[src/rtl/ssrx_pkg.sv]
`timescale 1ns/1ps
package ssrx_pkg;

  // register selects on the bus
  typedef enum logic [1:0] {
    SEL_CTRL = 2'd0,
    SEL_RXD  = 2'd1,
    SEL_STAT = 2'd2,
    SEL_NONE = 2'd3
  } reg_sel_e;

  // control byte layout
  localparam int unsigned CTL_PWR    = 0;
  localparam int unsigned CTL_RXE    = 1;
  localparam int unsigned CTL_LSB    = 2;
  localparam int unsigned CTL_LEN_LO = 4;
  localparam int unsigned CTL_W      = 8;

  // status layout
  localparam int unsigned STS_BUSY = 0;
  localparam int unsigned STS_OVR  = 1;

  // frame length selected by a zero length code
  localparam int unsigned DEF_LEN = 8;

endpackage

[src/rtl/ssrx_cfg.sv]
`timescale 1ns/1ps
module ssrx_cfg
  import ssrx_pkg::*;
#(
  parameter int unsigned DATA_W = 8,
  parameter int unsigned LEN_W  = 4
) (
  input  logic              clk,
  input  logic              rst,
  input  logic              wr_en,
  input  logic [CTL_W-1:0]  wdata,
  output logic [CTL_W-1:0]  ctl_q,
  output logic              pwr_o,
  output logic              rxen_o,
  output logic              lsb_o,
  output logic [LEN_W-1:0]  len_o
);

  logic [LEN_W-1:0] code;

  always_ff @(posedge clk) begin
    if (rst) begin
      ctl_q <= '0;
    end else if (wr_en) begin
      ctl_q[CTL_RXE:CTL_PWR] <= wdata[CTL_RXE:CTL_PWR];
      if (!ctl_q[CTL_PWR])
        ctl_q[CTL_W-1:CTL_LSB] <= wdata[CTL_W-1:CTL_LSB];
    end
  end

  assign pwr_o  = ctl_q[CTL_PWR];
  assign rxen_o = ctl_q[CTL_RXE];
  assign lsb_o  = ctl_q[CTL_LSB];
  assign code   = ctl_q[CTL_LEN_LO +: LEN_W];

  // zero selects the default length, large codes saturate at the data width
  always_comb begin
    if (code == '0)
      len_o = LEN_W'(DEF_LEN);
    else if (int'(code) > int'(DATA_W))
      len_o = LEN_W'(DATA_W);
    else
      len_o = code;
  end

endmodule

[src/rtl/ssrx_shift.sv]
`timescale 1ns/1ps
module ssrx_shift #(
  parameter int unsigned DATA_W   = 8,
  parameter int unsigned LEN_W    = 4,
  parameter int unsigned HALF_DIV = 2
) (
  input  logic              clk,
  input  logic              rst,
  input  logic              pwr,
  input  logic              rxen,
  input  logic              lsb_first,
  input  logic [LEN_W-1:0]  len,
  input  logic              start,
  input  logic              sdata_i,
  output logic              sclk_o,
  output logic              busy_o,
  output logic              done_o,
  output logic [DATA_W-1:0] data_o
);

  localparam int unsigned PH_N  = 2 * HALF_DIV;
  localparam int unsigned PH_W  = (PH_N > 1) ? $clog2(PH_N) : 1;
  localparam int unsigned IDX_W = (DATA_W > 1) ? $clog2(DATA_W) : 1;
  localparam logic [PH_W-1:0] PH_RISE = PH_W'(HALF_DIV - 1);
  localparam logic [PH_W-1:0] PH_SMP  = PH_W'(HALF_DIV);
  localparam logic [PH_W-1:0] PH_END  = PH_W'(PH_N - 1);

  logic [PH_W-1:0]   ph;
  logic [LEN_W-1:0]  bcnt;
  logic [LEN_W-1:0]  pos;
  logic [IDX_W-1:0]  pos_ix;
  logic [DATA_W-1:0] shreg;
  logic              last_bit;

  assign pos      = lsb_first ? bcnt : (len - LEN_W'(1) - bcnt);
  assign pos_ix   = IDX_W'(pos);
  assign last_bit = (bcnt == (len - LEN_W'(1)));

  always_ff @(posedge clk) begin
    if (rst) begin
      busy_o <= 1'b0;
      ph     <= '0;
      bcnt   <= '0;
      sclk_o <= 1'b1;
      shreg  <= '0;
      done_o <= 1'b0;
      data_o <= '0;
    end else if (!pwr) begin
      busy_o <= 1'b0;
      ph     <= '0;
      bcnt   <= '0;
      sclk_o <= 1'b1;
      shreg  <= '0;
      done_o <= 1'b0;
    end else begin
      done_o <= 1'b0;
      if (!busy_o) begin
        if (start) begin
          busy_o <= 1'b1;
          ph     <= '0;
          bcnt   <= '0;
          sclk_o <= 1'b0;
          shreg  <= '0;
        end
      end else begin
        ph <= ph + PH_W'(1);
        if (ph == PH_RISE)
          sclk_o <= 1'b1;
        if (ph == PH_SMP)
          shreg[pos_ix] <= sdata_i;
        if (ph == PH_END) begin
          ph     <= '0;
          sclk_o <= 1'b0;
          if (last_bit) begin
            done_o <= 1'b1;
            data_o <= shreg;
            bcnt   <= '0;
            shreg  <= '0;
            if (!rxen) begin
              busy_o <= 1'b0;
              sclk_o <= 1'b1;
            end
          end else begin
            bcnt <= bcnt + LEN_W'(1);
          end
        end
      end
    end
  end

endmodule

[src/rtl/ssrx_hold.sv]
`timescale 1ns/1ps
module ssrx_hold #(
  parameter int unsigned DATA_W = 8
) (
  input  logic              clk,
  input  logic              rst,
  input  logic              frame_done,
  input  logic [DATA_W-1:0] frame_data,
  input  logic              rd_rxd,
  input  logic              clr_ovr,
  output logic [DATA_W-1:0] rx_q,
  output logic              ovr_q,
  output logic              irq_done,
  output logic              irq_err
);

  logic unread;

  always_ff @(posedge clk) begin
    if (rst) begin
      rx_q     <= '0;
      unread   <= 1'b0;
      ovr_q    <= 1'b0;
      irq_done <= 1'b0;
      irq_err  <= 1'b0;
    end else begin
      irq_done <= 1'b0;
      irq_err  <= 1'b0;
      if (clr_ovr)
        ovr_q <= 1'b0;
      if (frame_done) begin
        rx_q   <= frame_data;
        unread <= 1'b1;
        if (unread && !rd_rxd) begin
          ovr_q   <= 1'b1;
          irq_err <= 1'b1;
        end else begin
          irq_done <= 1'b1;
        end
      end else if (rd_rxd) begin
        unread <= 1'b0;
      end
    end
  end

endmodule

[src/rtl/sync_serial_rx.sv]
`timescale 1ns/1ps
module sync_serial_rx
  import ssrx_pkg::*;
#(
  parameter int unsigned DATA_W   = 8,
  parameter int unsigned LEN_W    = 4,
  parameter int unsigned HALF_DIV = 2
) (
  input  logic              clk,
  input  logic              rst,
  input  logic [1:0]        bus_addr,
  input  logic              bus_wr,
  input  logic              bus_rd,
  input  logic [DATA_W-1:0] bus_wdata,
  output logic [DATA_W-1:0] bus_rdata,
  output logic              sclk_o,
  input  logic              sdata_i,
  output logic              irq_rx_done,
  output logic              irq_rx_err
);

  reg_sel_e          sel;
  logic              wr_ctl, rd_rxd, ovr_clr, start;
  logic [CTL_W-1:0]  ctl_q;
  logic              cfg_pwr, cfg_rxen, cfg_lsb;
  logic [LEN_W-1:0]  cfg_len;
  logic              eng_busy, eng_done;
  logic [DATA_W-1:0] eng_data, rx_q;
  logic              ovr_q;

  assign sel     = reg_sel_e'(bus_addr);
  assign wr_ctl  = bus_wr && (sel == SEL_CTRL);
  assign rd_rxd  = bus_rd && (sel == SEL_RXD);
  assign ovr_clr = bus_wr && (sel == SEL_STAT) && !bus_wdata[STS_OVR];
  assign start   = rd_rxd && cfg_pwr && cfg_rxen && !eng_busy;

  ssrx_cfg #(.DATA_W(DATA_W), .LEN_W(LEN_W)) u_cfg (
    .clk   (clk),
    .rst   (rst),
    .wr_en (wr_ctl),
    .wdata (bus_wdata[CTL_W-1:0]),
    .ctl_q (ctl_q),
    .pwr_o (cfg_pwr),
    .rxen_o(cfg_rxen),
    .lsb_o (cfg_lsb),
    .len_o (cfg_len)
  );

  ssrx_shift #(.DATA_W(DATA_W), .LEN_W(LEN_W), .HALF_DIV(HALF_DIV)) u_shift (
    .clk      (clk),
    .rst      (rst),
    .pwr      (cfg_pwr),
    .rxen     (cfg_rxen),
    .lsb_first(cfg_lsb),
    .len      (cfg_len),
    .start    (start),
    .sdata_i  (sdata_i),
    .sclk_o   (sclk_o),
    .busy_o   (eng_busy),
    .done_o   (eng_done),
    .data_o   (eng_data)
  );

  ssrx_hold #(.DATA_W(DATA_W)) u_hold (
    .clk       (clk),
    .rst       (rst),
    .frame_done(eng_done),
    .frame_data(eng_data),
    .rd_rxd    (rd_rxd),
    .clr_ovr   (ovr_clr),
    .rx_q      (rx_q),
    .ovr_q     (ovr_q),
    .irq_done  (irq_rx_done),
    .irq_err   (irq_rx_err)
  );

  always_ff @(posedge clk) begin
    if (rst) begin
      bus_rdata <= '0;
    end else if (bus_rd) begin
      case (sel)
        SEL_CTRL: bus_rdata <= DATA_W'(ctl_q);
        SEL_RXD:  bus_rdata <= rx_q;
        SEL_STAT: bus_rdata <= DATA_W'({ovr_q, eng_busy});
        default:  bus_rdata <= '0;
      endcase
    end
  end

endmodule

[config.mk]
export PLATFORM = sky130hd
export DESIGN_NAME = sync_serial_rx
export DESIGN_NICKNAME = d
export VERILOG_FILES = /design/src/rtl/ssrx_pkg.sv /design/src/rtl/ssrx_cfg.sv /design/src/rtl/ssrx_shift.sv /design/src/rtl/ssrx_hold.sv /design/src/rtl/sync_serial_rx.sv
export SDC_FILE = /design/constraint.sdc
export NUM_CORES = 1
export LEC_CHECK = 0
export ABC_AREA = 1
export ABC_CLOCK_PERIOD_IN_PS = 2500
export BUFFER_PORTS_ARGS = -buffer_cell sky130_fd_sc_hd__buf_2
export CORE_ASPECT_RATIO = 0.7
export CORE_MARGIN = 4
export CORE_UTILIZATION = 38
export CTS_CLUSTER_SIZE = 20
export DETAILED_ROUTE_END_ITERATION = 10
export GPL_ROUTABILITY_DRIVEN = 0
export PLACE_DENSITY_LB_ADDON = 0.25
export REMOVE_ABC_BUFFERS = 1
export SYNTH_ARGS = -nofsm -noshare
export SYNTH_HDL_FRONTEND = slang
export SYNTH_SLANG_ARGS = --single-unit
[constraint.sdc]
create_clock -name clk -period 2.5 [get_ports clk]
set_input_delay 0.25 -clock clk [delete_from_list [all_inputs] [get_ports clk]]
set_output_delay 0.25 -clock clk [all_outputs]
set_load 0.005 [all_outputs]
==> results.toml <==
[clock_tree]
cts_tree = "done"
insertion_delay_ns = 0.30
cts.hold.buffers_added = 0
clk_pin_slew_ns = 0.10
cts_buffers = 5
cts_setup_buffers = 0
cts_sinks = 53
root_buffer = "clkbuf_8"
htree_levels = 2
cts_buffer_depth = 2

[die]
die-area_um2 = 7960
die_y_um = 75.9
placementRows = 24
coreArea_um2 = 6310
die_x_um = 105
start_util_pct = 39.6
io_pins = 26

[status]
status = "completed"

[drt]
wl_per_cell_um = 13.4
first_pass_iters = 5
drc = 0
via_count = 2245
initialDrtViolationCount = 158
totalWireLength_um = 5800
ant_nets = 0
viasPerCell = 5.17

[global_route]
grt_remaining_overflow = 0
grt_antenna_before_repair = 0
grt_pass1_vias = 2052
grt_usage_pct = 15.3
grt_max_degree = 25
grt_pass1_wl_um = 9730

[timing]
fin_crit_ns = 2.25
rsz0062_at_grt = "false"
skew_ns = 0.00630
max_slew.worst_pin.slew_ns = 0.605
fmax_mhz = 444
drv_slew = 0
fin_crit_sh_pct = 90.1
timing.final.ws_setup_ns = 0.248
setup_viol_count_final = 0
final_hold_viol_count = 0
fin_setup_tns_ns = 0
slew_headroom_pct = 59.6

[min_path]
worstHoldPathType = "primary input to register"
min_from = "bus_wdata[5]"

[logic_synthesis]
synth_most_common_cell = "nand2_1"
synth.top_cells.by_area = "dfxtp_1, nand2_1, a21oi_1"
synth_top_cell_by_area = "dfxtp_1"
synthTopCellsByCount = "nand2_1, dfxtp_1, inv_1"
yosysWarnings = 0
synth_edf_count = 0
synthCells = 330
yosysUniqueCellTypes = 34
syn_area_um2 = 2500
ys_ff_latch = 53
synth_top_cell_area_share_pct = 42.4
avgSynthCellArea_um2 = 7.58
synthFlopType = "dfxtp_1"
seq_area_frac_synth_pct = 42.4
synthArstFlopShare_pct = 0

[layout]
area_delta_synth_final_pct = 12.6
drive_gt1_share_pct = 15.4
area.sequential_um2 = 1060
nNetsFinal = 378
fill_cells = 641
diodes = 0
multiInputGateArea_um2 = 1240

[power_and_ir_drop]
max-vdd-ir-drop_uv = 264
power_leakage_uw = 0.00116
powerDensity_nw_per_um2 = 567

[flow_run]
maxCapViolations = 0

[setup_path]
path_max_fanout = 8
endpoint_kind = "register"
cp.required_ns = 2.68
setup.worst_path.class = "register to register"
cp.arrival_ns = 2.43
crit_path_start = "u_cfg.ctl_q[4]"
critPathLaunchType = "register"
reg2reg_from = "u_cfg.ctl_q[4]"

[placed_design]
place_ws_ns = 0.206
port_buffers = 25
dp_hpwl_um = 4460
## final timing paths
kind,cells past startpoint,endpoint,slack [ns]
worst max-delay path,13,u_shift.shreg[5],0.25
worst min register to register,1,u_hold.irq_done,0.45
worst max register to register,13,u_shift.shreg[5],0.25
worst min-delay path,3,u_cfg.ctl_q[5],0.23
## through the flow
step / cells / util, % / instance area (µm²) / power, µW / hold WS [ns]
detailed placement: 426 / 42.6 / 2690 / 997 / 0.439
global route: 434 / 44.6 / 2820 / 1660 / 0.227
global placement: 426 / 42.6 / 2690 / 996 / 0.423
finish: 434 / 44.6 / 2820 / 1600 / 0.229
CTS: 434 / 44.5 / 2810 / 1610 / 0.223
floorplan: 321 / - / 2450 / 954 / 0.319
## power breakdown
group	total, µW	switching (µW)	internal, µW
registers	857	5.71	851
clock network	615	289	326
logic	124	86.2	37.9
total	1600	381	1210
## final cells by class
cell class / count / area share, %
clock inverter: 2 / 1.33
clock buffer: 6 / 2.93
timing repair buffer: 27 / 4.98
inverter: 42 / 5.69
sequential: 53 / 37.7
multi-input combinational: 226 / 43.9
tap: 78 / 3.47
## cell usage in the layout (no fill, tap or decap), types with 2 or more instances in the layout
master / count
nand2_1: 59
dfxtp_1: 53
inv_1: 38
nor2_1: 29
a21oi_1: 29
o21ai_0: 27
nand3_1: 27
buf_2: 25
nand4_1: 8
ha_1: 7
clkbuf_8: 6
nor3_1: 4
a31oi_1: 4
nor2_2: 3
inv_2: 3
o21ai_1: 3
a221oi_1: 3
o211ai_1: 3
nand2_2: 2
nand3_2: 2
a21oi_2: 2
o22ai_1: 2
buf_4: 2
## worst max-delay path, cell delays in order (launching register included)
cell and delay [ns]:
dfxtp_1 0.34, inv_1 0.06, nor2_2 0.17, inv_1 0.07, ha_1 0.33, fa_1 0.44
inv_1 0.09, nand3_1 0.08, nand3_1 0.08, nand2_1 0.18, nand3_1 0.12, nand2_1 0.05
nand3_1 0.06, a21oi_1 0.06
## cells by family after synthesis
logic type / after synthesis / synth area share [%]
xor gates and xnor gates: 3 / 1.35
DFF: 53 / 42.4
adders and majority gates: 8 / 4.30
and+or+nand+nor: 138 / 26.1
AOI/OAI and AO/OA: 77 / 17.5
buffers and inverters: 51 / 8.36
## sequential cells by signal, summed over array words and instances (netlist names), 2 cells and up
name,count
bus_rdata,8
u_cfg.ctl_q,8
u_hold.rx_q,8
u_shift.bcnt,4
u_shift.data_o,8
u_shift.ph,2
u_shift.shreg,8
## repair_timing
item,4_1_cts,5_1_grt
gates resized for setup,0,2
setup endpoints to repair,0,3
hold endpoints to repair,0,0
## per-layer routing
metal  vias to the layer above  routed length (µm)  track usage (%)
met4                         0                  50             3.35
met3                         6                 415             3.98
met2                        64                2270             23.1
met1                      1027                3070             22.2
met5                         -                   0                0
li1                       1148                   -                -
Power figures use the tool's default switching activity.
